===== src/rtl/csel_pkg.sv =====
package csel_pkg;
    typedef enum logic [1:0] {
        ST_IDLE = 2'd0,
        ST_XFER = 2'd1,
        ST_REFR = 2'd2
    } st_t;

    typedef logic [2:0] mach_t;

    localparam int    NMACH      = 5;
    localparam mach_t M_GENERAL  = 3'd0;
    localparam mach_t M_FLASH    = 3'd1;
    localparam mach_t M_USER_LO  = 3'd2;
    localparam mach_t M_USER_HI  = 3'd4;

    typedef struct packed {
        logic  ref_en;
        mach_t mach;
        logic  valid;
    } bank_ctl_t;
endpackage


===== src/rtl/csel_bank_regs.sv =====
module csel_bank_regs
    import csel_pkg::*;
#(
    parameter int NB = 4,
    parameter int AW = 32,
    localparam int BW = (NB > 1) ? $clog2(NB) : 1
) (
    input  logic                      clk,
    input  logic                      rst_n,
    input  logic                      we,
    input  logic [BW-1:0]             bank,
    input  logic [1:0]                sel,
    input  logic [AW-1:0]             wdata,
    output logic [NB-1:0][AW-1:0]     base_o,
    output logic [NB-1:0][AW-1:0]     mask_o,
    output bank_ctl_t [NB-1:0]        ctl_o
);
    localparam int CW = $bits(bank_ctl_t);

    for (genvar b = 0; b < NB; b++) begin : g_bank
        logic hit_w;
        assign hit_w = we && (bank == BW'(b));
        always_ff @(posedge clk or negedge rst_n) begin
            if (!rst_n) begin
                base_o[b] <= '0;
                mask_o[b] <= '0;
                ctl_o[b]  <= '0;
            end else if (hit_w) begin
                unique case (sel)
                    2'd0:    base_o[b] <= wdata;
                    2'd1:    mask_o[b] <= wdata;
                    2'd2:    ctl_o[b]  <= bank_ctl_t'(wdata[CW-1:0]);
                    default: ;
                endcase
            end
        end
    end
endmodule


===== src/rtl/csel_match.sv =====
module csel_match
    import csel_pkg::*;
#(
    parameter int NB = 4,
    parameter int AW = 32,
    localparam int BW = (NB > 1) ? $clog2(NB) : 1
) (
    input  logic [AW-1:0]             addr,
    input  logic [NB-1:0][AW-1:0]     base,
    input  logic [NB-1:0][AW-1:0]     mask,
    input  bank_ctl_t [NB-1:0]        ctl,
    output logic                      hit,
    output logic [BW-1:0]             hit_bank,
    output mach_t                     hit_mach,
    output logic [NB-1:0]             ref_set
);
    logic [NB-1:0] m_vec;

    for (genvar b = 0; b < NB; b++) begin : g_cmp
        logic code_ok, is_user;
        assign code_ok    = ctl[b].mach <= M_USER_HI;
        assign is_user    = (ctl[b].mach >= M_USER_LO) && code_ok;
        assign m_vec[b]   = ctl[b].valid && code_ok &&
                            ((addr & mask[b]) == (base[b] & mask[b]));
        assign ref_set[b] = ctl[b].valid && is_user && ctl[b].ref_en;
    end

    always_comb begin
        hit      = |m_vec;
        hit_bank = '0;
        for (int i = NB - 1; i >= 0; i--) begin
            if (m_vec[i]) hit_bank = BW'(i);
        end
        hit_mach = ctl[hit_bank].mach;
    end
endmodule


===== src/rtl/csel_dispatch.sv =====
module csel_dispatch
    import csel_pkg::*;
#(
    parameter int NB = 4,
    parameter int AW = 32,
    localparam int BW = (NB > 1) ? $clog2(NB) : 1
) (
    input  logic              clk,
    input  logic              rst_n,
    input  logic              cfg_we,
    input  logic [BW-1:0]     cfg_bank,
    input  logic [1:0]        cfg_sel,
    input  logic [AW-1:0]     cfg_wdata,
    input  logic              req_valid,
    input  logic [AW-1:0]     req_addr,
    output logic              req_ready,
    input  logic              refresh_req,
    input  logic              refresh_done,
    input  logic [4:0]        mach_done,
    output logic [4:0]        mach_start,
    output logic [2:0]        owner,
    output logic              owner_valid,
    output logic [NB-1:0]     cs_n,
    output logic              refresh_active,
    output logic              miss_err
);
    logic [NB-1:0][AW-1:0] base_w, mask_w;
    bank_ctl_t [NB-1:0]    ctl_w;
    logic                  hit_w;
    logic [BW-1:0]         hit_bank_w;
    mach_t                 hit_mach_w;
    logic [NB-1:0]         ref_set_w;

    csel_bank_regs #(.NB(NB), .AW(AW)) u_regs (
        .clk(clk), .rst_n(rst_n), .we(cfg_we), .bank(cfg_bank),
        .sel(cfg_sel), .wdata(cfg_wdata),
        .base_o(base_w), .mask_o(mask_w), .ctl_o(ctl_w)
    );

    csel_match #(.NB(NB), .AW(AW)) u_match (
        .addr(req_addr), .base(base_w), .mask(mask_w), .ctl(ctl_w),
        .hit(hit_w), .hit_bank(hit_bank_w), .hit_mach(hit_mach_w),
        .ref_set(ref_set_w)
    );

    st_t           state, state_n;
    logic [BW-1:0] cur_bank;
    mach_t         cur_mach;
    logic [NB-1:0] ref_mask_q;
    logic          ref_pend;
    logic [4:0]    start_q;
    logic          miss_q;
    logic [7:0]    done_ext;
    logic          done_own, ref_want, accept, enter_refr;

    assign done_ext   = {3'b000, mach_done};
    assign done_own   = done_ext[cur_mach];
    assign ref_want   = ref_pend || refresh_req;
    assign accept     = (state == ST_IDLE) && !ref_want && req_valid;
    assign enter_refr = (state_n == ST_REFR) && (state != ST_REFR);

    // next-state logic
    always_comb begin
        state_n = state;
        unique case (state)
            ST_IDLE: if (ref_want)             state_n = ST_REFR;
                     else if (req_valid && hit_w) state_n = ST_XFER;
            ST_XFER: if (done_own)             state_n = ref_want ? ST_REFR : ST_IDLE;
            ST_REFR: if (refresh_done)         state_n = ST_IDLE;
            default:                           state_n = ST_IDLE;
        endcase
    end

    // state and captured data
    always_ff @(posedge clk or negedge rst_n) begin
        if (!rst_n) begin
            state      <= ST_IDLE;
            cur_bank   <= '0;
            cur_mach   <= M_GENERAL;
            ref_mask_q <= '0;
            ref_pend   <= 1'b0;
            start_q    <= '0;
            miss_q     <= 1'b0;
        end else begin
            state   <= state_n;
            start_q <= (accept && hit_w) ? (5'd1 << hit_mach_w) : 5'd0;
            miss_q  <= accept && !hit_w;
            if (accept && hit_w) begin
                cur_bank <= hit_bank_w;
                cur_mach <= hit_mach_w;
            end
            if (enter_refr) begin
                ref_mask_q <= ref_set_w;
                ref_pend   <= 1'b0;
            end else if (refresh_req) begin
                ref_pend   <= 1'b1;
            end
        end
    end

    // outputs decoded from state
    always_comb begin
        cs_n           = '1;
        owner_valid    = 1'b0;
        refresh_active = 1'b0;
        req_ready      = 1'b0;
        mach_start     = start_q;
        miss_err       = miss_q;
        owner          = cur_mach;
        unique case (state)
            ST_IDLE: req_ready = !ref_want;
            ST_XFER: begin
                cs_n[cur_bank] = 1'b0;
                owner_valid    = 1'b1;
            end
            ST_REFR: begin
                cs_n           = ~ref_mask_q;
                refresh_active = 1'b1;
            end
            default: ;
        endcase
    end

    // held in reset, nothing selected
    always @(posedge clk) begin
        if (!rst_n) begin
            a_r1_reset_idle: assert (cs_n == '1 && !owner_valid && !refresh_active);
        end
    end

    // one chip select at most outside refresh
    a_r8_single_cs: assert property (@(posedge clk) disable iff (!rst_n)
        !refresh_active |-> $onehot0(~cs_n));

    // a miss drives nothing
    a_r5_miss_quiet: assert property (@(posedge clk) disable iff (!rst_n)
        miss_err |-> (cs_n == '1 && mach_start == 5'd0));

    // start pulse is one-hot and lasts one cycle
    a_r6_start_onehot: assert property (@(posedge clk) disable iff (!rst_n)
        $onehot0(mach_start));
    a_r6_start_once: assert property (@(posedge clk) disable iff (!rst_n)
        (mach_start != 5'd0) |=> (mach_start == 5'd0));

    // ownership stable until the owner's own done
    a_r7_hold_owner: assert property (@(posedge clk) disable iff (!rst_n)
        (owner_valid && !done_own) |=> (owner_valid && $stable(cs_n) && $stable(owner)));

    // refresh blocks acceptance
    a_r10_no_accept: assert property (@(posedge clk) disable iff (!rst_n)
        refresh_active |-> !req_ready);
endmodule


===== config.mk =====
export PLATFORM = sky130hd
export DESIGN_NAME = csel_dispatch
export DESIGN_NICKNAME = d
export VERILOG_FILES = /design/src/rtl/csel_pkg.sv /design/src/rtl/csel_bank_regs.sv /design/src/rtl/csel_match.sv /design/src/rtl/csel_dispatch.sv
export SDC_FILE = /design/constraint.sdc
export NUM_CORES = 1
export LEC_CHECK = 0
export BUFFER_PORTS_ARGS = -buffer_cell sky130_fd_sc_hd__buf_2
export CAP_MARGIN = 10
export CELL_PAD_IN_SITES_DETAIL_PLACEMENT = 0
export CELL_PAD_IN_SITES_GLOBAL_PLACEMENT = 1
export CORE_MARGIN = 3
export CORE_UTILIZATION = 46
export DETAILED_ROUTE_END_ITERATION = 12
export PLACE_DENSITY_LB_ADDON = 0.2
export REMOVE_ABC_BUFFERS = 1
export SLEW_MARGIN = 20
export SYNTH_ARGS = -nofsm -noshare
export SYNTH_HDL_FRONTEND = slang
export SYNTH_HIERARCHICAL = 1
export SYNTH_SLANG_ARGS = --single-unit

===== constraint.sdc =====
create_clock -name clk -period 2.8 [get_ports clk]
set_input_delay 0.14 -clock clk [delete_from_list [all_inputs] [get_ports clk]]
set_output_delay 0.14 -clock clk [all_outputs]
set_load 0.01 [all_outputs]

==> metrics, run 1 <==
FF-to-FF Start=u_regs/base_o[23]; Worst path depth=13; GR Layer Usage met3=0.03264; total gr overflow=0; critical path launch point=u_regs/base_o[23]; relative slew slack=0.5594; Avg WL per Cell=21.24 um; Final Instance Area=16330 sq um; Final ANT Viol Nets=0; Final Hold Viols=1; Setup violations, final=6; worst r2r path cells=13; WP data required=3180 ps; Max Transition Viols Final=0; vias in the first global route=8769; Clock Latency Late Sink=500 ps; Final Critical Period=2895 ps; worst hold margin=-0.7914 ps; Yosys top cell area share=0.5562; reg2reg end=ref_mask_q[2]; Crit path top cell by count=buf_4; Ant. Diodes=0; slowest CP cell=a2111oi_4; core box area=28090 sq um; largest net degree at the start of global routing=116; Remaining DRCs=0; DRT Pass-1 Iters=5; met2 global-route usage=0.3489; Syn-to-layout area delta=23.45%; crit path capture type=flip-flop; initial DRC count=493; CTS tree=built; Yosys warning count=6; Post-Layout Cell Count=1540; Placer Congestion=0.8020; PortBufs=94; Setup Skew=12.25 ps; drt via density=5.410; measured slew at the worst slew-check pin=661.0 ps; crit-path cells=xor2_1 -> a22o_1 -> a221oi_1 -> buf_4 -> and3_1 -> and3_4 -> nor2_4 -> nand3_4 -> buf_4 -> nand3_2 -> o211ai_1 -> a2111oi_4 -> mux2_2; initial antenna violation count=0; final worst slack=-95.14 ps; Cells after DPL=1456; TritonCTS Buffers=34; core occupancy in the finished layout=0.5813; maximum VDD drop=0.5309 mV; total wire length=32710 um; dpl cell area=14680 sq um; kind of cell adding the most delay to the critical path=compound AO/OA/AOI/OAI gates; crit start category=flip-flop; DP HPWL=21640 um; outcome=finished, violations left; chip width=175.6 um; Die Ht=175.6 um; Clock transition at path regs=60 ps; max-cap violation count=0; Yosys reg bits=294; top cells by area, synth=dfrtp_1, mux2_2, xor2_1; WP data arrival=3270 ps; die area=30820 sq um; Total Routing Usage GR=0.2175; via count=8331; gr busiest metal=met2; Mapped Area=13230 sq um; hold crit path type=input port to flip-flop; r2r setup slk=-100 ps; Crit Path Max Fanout=5; Initial Util=0.4709; pwr dens=806.2 nW/um^2; Clock Tree Root=clkbuf_16; Final period util=1.034; Unique masters post-synth=44; first-pass GRT wire length=51720 um; CP Capture Point=ref_mask_q[2]; met1 Usage GRT=0.3103; share of layout cells above drive strength 1=0.4501; H-tree Lvls=2; Avg Cell Area, Syn=14.10 sq um; CTS sink cnt=294; crit path kind=flip-flop to flip-flop; crit-path max cell delay=470 ps; num rows=61; Final Net Count=1220; failing checks=negative hold slack, negative setup slack; f_max=0.3454 GHz; Mapped Cells=938; Max clock buf depth=3; post-synthesis sequential area ratio=0.5562; leakage=0.007415 uW; WP buf/inv=2; IO Count=95; unrepaired setup endpoints after global routing=yes; area leader, netlist=dfrtp_1
-- cells in the mapped netlist (all sizes together) --
| cell type | count |
|---|---|
| a2111oi | 4 |
| nand2b | 3 |
| and3 | 8 |
| mux2 | 280 |
| o31ai | 2 |
| a221oi | 12 |
| nor2 | 14 |
| xor2 | 128 |
| nor4 | 1 |
| nand3 | 10 |
| ha | 4 |
| o211ai | 3 |
| nor4b | 2 |
| a22o | 8 |
| clkbuf | 10 |
| mux2i | 11 |
| a32oi | 1 |
| a211oi | 1 |
| o221ai | 2 |
| inv | 5 |
| nand3b | 4 |
| or3 | 2 |
| o22ai | 1 |
| a222oi | 4 |
| o21ai | 5 |
| nor3b | 2 |
| or2b | 1 |
| nand4 | 6 |
| nor3 | 5 |
| a21oi | 3 |
| o32ai | 1 |
| buf | 25 |
| o2111a | 4 |
| a22oi | 36 |
| nand2 | 32 |
| nor2b | 3 |
| a2bb2oi | 1 |
| dfrtp | 294 |
-- stage by stage --
stage / worst slack [ps] / setup TNS [ps] / total power, uW
2_1_floorplan: 23.22 / 0 / 7429
6_report: -95.14 / -370.7 / 13160
4_1_cts: -149.5 / -663.8 / 13180
5_1_grt: -210.8 / -1730 / 13850
3_5_place_dp: -571.6 / -5975 / 8653
3_3_place_gp: -537.5 / -5760 / 8566
-- cells in the final DEF, fill, tap and decap left out, types with 3 or more instances in the layout --
master,n
a2111oi_4,4
a221oi_1,9
a221oi_2,3
a222oi_1,4
a22o_1,8
a22oi_1,31
a22oi_2,5
and3_2,4
buf_12,5
buf_2,93
buf_4,75
buf_6,3
clkbuf_1,11
clkbuf_16,37
clkbuf_8,10
clkinv_2,3
dfrtp_1,294
dlygate4sd3_1,21
ha_1,4
inv_1,5
mux2_1,35
mux2_2,244
mux2i_4,7
nand2_1,30
nand2b_1,3
nand3_1,5
nand3_2,4
nand3b_1,4
nand4_1,6
nor2_1,9
nor2_4,4
nor2b_1,3
nor3_1,4
o2111a_1,4
o211ai_1,3
o21ai_0,5
xor2_1,128
-- power by group --
group          internal, uW  switching [uW]
Combinational          1610            1370
Clock                  2670            1680
Sequential             5230             592
-- logic make-up after synthesis --
| logic type | Yosys count | synth area share |
|---|---|---|
| adder cells (fa/ha/maj) | 4 | 0.003784 |
| multiplexers | 291 | 0.2467 |
| flip-flops | 294 | 0.5562 |
| AND/OR/NAND/NOR | 93 | 0.03604 |
| XOR/XNOR | 128 | 0.08476 |
| AO/OA/AOI/OAI | 88 | 0.05733 |
| buffers and inverters | 40 | 0.01514 |
-- worst min-delay path by stage --
stage	end	start	cells past startpoint	slack, ps
after floorplan	cur_bank[0]	rst_n	0	-160
after global placement	u_regs/base_o[82]	rst_n	1	60
after detailed placement	u_regs/base_o[107]	rst_n	1	60
after CTS	u_regs/mask_o[29]	cfg_wdata[29]	2	0.4
after global routing	u_regs/mask_o[29]	cfg_wdata[29]	2	4
final	u_regs/mask_o[29]	cfg_wdata[29]	2	-0.8
-- repair_timing --
action | 4_1_cts | 5_1_grt
endpoints found under the hold margin | 243 | 0
hold buffers | 21 | 0
pin swaps | 6 | 13
buffers inserted | 1 | 3
resized for setup | 27 | 28
endpoints found under the setup margin | 17 | 14
-- layout make-up --
cell class	instances	area (sq um)
multi-input combinational	604	5972
inverter	5	18.77
tap	378	473.0
fill	2362	11760
clock inverter	3	15.01
timing repair buffer	198	1388
clock buffer	58	1105
sequential	294	7357
-- routing by layer --
metal,vias to the layer above,share of wire
li1,3807,-
met1,4321,0.46
met2,149,0.48
met3,54,0.038
met4,0,0.024
met5,-,0
-- flip-flops by register name, indices dropped and copies added (netlist names) --
signal	count
mach_start	5
miss_err	1
cur_bank	2
u_regs/mask_o	128
owner	3
u_regs/base_o	128
state	2
u_regs/ctl_o	20
ref_pend	1
ref_mask_q	4
(Power assumes the default switching activity.)
==> run 2: changes to the inputs <==
- CORE_UTILIZATION: 46 -> 45
==> metrics, run 2 (same netlist as run 1, synthesis figures left out) <==
outcome=finished, violations left; failing checks=negative setup slack; max-cap violation count=0 (unchanged); Avg WL per Cell=21.13 um (-0.49%); Final Critical Period=2954 ps (+58.99 ps); Max clock buf depth=3 (unchanged); DP HPWL=21860 um (+1.0%); CTS tree=built; Min-Delay Startpoint=cfg_wdata[9]; crit path kind=flip-flop to flip-flop; WP data required=3230 ps (+50 ps); leakage=0.007427 uW (+0.16%); Syn-to-layout area delta=23.13%; Ant. Diodes=0 (unchanged); Final Instance Area=16290 sq um (-0.26%); Switch Pwr=3662 uW (+0.30%); total power=12930 uW (-1.7%); pre-CTS setup slack=-446.4 ps (+125.1 ps); Hold Path Depth=2 (unchanged); gr busiest metal=met2; FF-to-FF Start=u_regs/base_o[27]; reg2reg end=ref_mask_q[1]; Total Routing Usage GR=0.2129 (-0.004592); PortBufs=94 (unchanged); Clock power frac=0.316 (-0.015); pwr dens=794.2 nW/um^2 (-1.5%); final setup TNS=-587.5 ps (-216.7 ps); IO Count=95 (unchanged); Clock transition at path regs=60 ps (about the same); first-pass GRT wire length=51540 um (-0.36%); relative slew slack=0.5240 (-0.03532); worst r2r path cells=15 (+2); Die Ht=177.4 um (+1.1%); Crit Path Max Fanout=5 (unchanged); WP buf/inv=2 (unchanged); die area=31490 sq um (+2.1%); crit path capture type=flip-flop; total gr overflow=0 (unchanged); chip width=177.4 um (+1.1%); met1 Usage GRT=0.3089 (-0.001346); kind of cell adding the most delay to the critical path=compound AO/OA/AOI/OAI gates; vias in the first global route=8819 (+0.57%); measured slew at the worst slew-check pin=713.9 ps (+52.97 ps); Final ANT Viol Nets=0 (unchanged); Final Net Count=1233 (+1.1%); Flop pwr share=0.450 (+0.008); core box area=28860 sq um (+2.7%); Worst Hold Path EP=u_regs/mask_o[9]; Setup Skew=6.905 ps (-5.349 ps); hold crit path type=input port to flip-flop; crit-path max cell delay=380 ps (-90 ps); TritonCTS Buffers=31 (-8.8%); slowest CP cell=dfrtp_1; core occupancy in the finished layout=0.5643 (-0.01700); f_max=0.3385 GHz (-2.0%); num rows=62 (+1.6%); WP data arrival=3390 ps (+120 ps); most frequent cells in the layout=dfrtp_1, mux2_2, xor2_1; H-tree Lvls=1 (-1); switching part of the total power=0.2831 (+0.005774); largest registers=u_regs/base_o x128, u_regs/mask_o x128, u_regs/ctl_o x20; GR Layer Usage met3=0.02503 (-0.007609); Internal Power=9272 uW (-2.5%); r2r setup slk=-150 ps (-60 ps); via count=8364 (+0.40%); Setup violations, final=5 (-1); Max Transition Viols Final=0 (unchanged); met2 global-route usage=0.3471 (-0.001776); Clock Latency Late Sink=550 ps (+50 ps); crit-path cells=xor2_1 -> a22oi_2 -> nand3_2 -> a2111oi_4 -> buf_4 -> and3_4 -> nor2_2 -> nand3_2 -> nand2_1 -> a21oi_2 -> o31ai_1 -> a2bb2oi_2 -> a2111oi_4 -> buf_4 -> mux2_4; Clock Tree Root=clkbuf_16; share of layout cells above drive strength 1=0.4497 (about the same); most common cell after layout, fill and taps aside=dfrtp_1; dpl cell area=14750 sq um (+0.46%); initial DRC count=497 (+0.81%); Placer Congestion=0.7849 (-2.1%); CTS sink cnt=294 (unchanged); DRT Pass-1 Iters=4 (-1); Final Hold Viols=0 (-1); maximum VDD drop=0.4879 mV (-8.1%); drt via density=5.368 (-0.76%); Final period util=1.055 (+0.02107); initial antenna violation count=0 (unchanged); largest net degree at the start of global routing=84 (-28%); Remaining DRCs=0 (unchanged); final worst slack=-154.1 ps (-58.99 ps); Initial Util=0.4583 (-0.01258); total wire length=32930 um (+0.67%); crit start category=flip-flop; unrepaired setup endpoints after global routing=yes; Combinational Power Share=0.234 (+0.007)
[run 2: worst max path at each step]
stage                       from       endpoint  slack (ps)  depth (start not counted)
3_3_place_gp   u_regs/base_o[27]  ref_mask_q[1]        -520                         14
5_1_grt        u_regs/base_o[54]  ref_mask_q[2]        -270                         14
2_1_floorplan  u_regs/base_o[54]  ref_mask_q[0]          20                         13
4_1_cts        u_regs/base_o[55]  ref_mask_q[0]         -90                         13
3_5_place_dp        req_addr[12]  ref_mask_q[0]        -450                         15
6_report       u_regs/base_o[27]  ref_mask_q[1]        -150                         15
[run 2: stage by stage]
| stage | cells | hold slack (ps) |
|---|---|---|
| 6_report | 1558 | 30.60 |
| 3_3_place_gp | 1470 | 181.8 |
| 5_1_grt | 1558 | 21.94 |
| 4_1_cts | 1557 | 4.333 |
| 3_5_place_dp | 1470 | 186.4 |
| 2_1_floorplan | 903 | -155.6 |
[run 2: area by class of cell]
class                           count  area [sq um]
Fill cell                        2471         12570
Sequential cell                   294          7357
Multi-Input combinational cell    604          5881
Timing Repair Buffer              214          1516
Clock buffer                       39         875.8
Tap cell                          384         480.5
Clock inverter                     18         156.4
Inverter                            5         18.77
[run 2: routing by layer]
| layer | vias to the layer above | part of all wire |
|---|---|---|
| met3 | 41 | 0.037 |
| met1 | 4342 | 0.47 |
| met2 | 154 | 0.47 |
| met5 | - | 0 |
| li1 | 3827 | - |
| met4 | 0 | 0.020 |
[run 2: power by group through the flow]
stage,Sequential [uW],Combinational [uW],Clock (uW)
2_1_floorplan,5730,1700,0
3_3_place_gp,5830,2790,0
3_5_place_dp,5880,2840,0
4_1_cts,5820,2970,4180
5_1_grt,5950,3280,4370
6_report,5820,3020,4090
[run 2: what timing repair did]
action	in CTS	in global routing
hold buffers	29	0
setup buffers	1	1
pin swaps	4	6
hold endpoints to repair	273	0
setup endpoints to repair	14	13
gates resized for setup	23	15
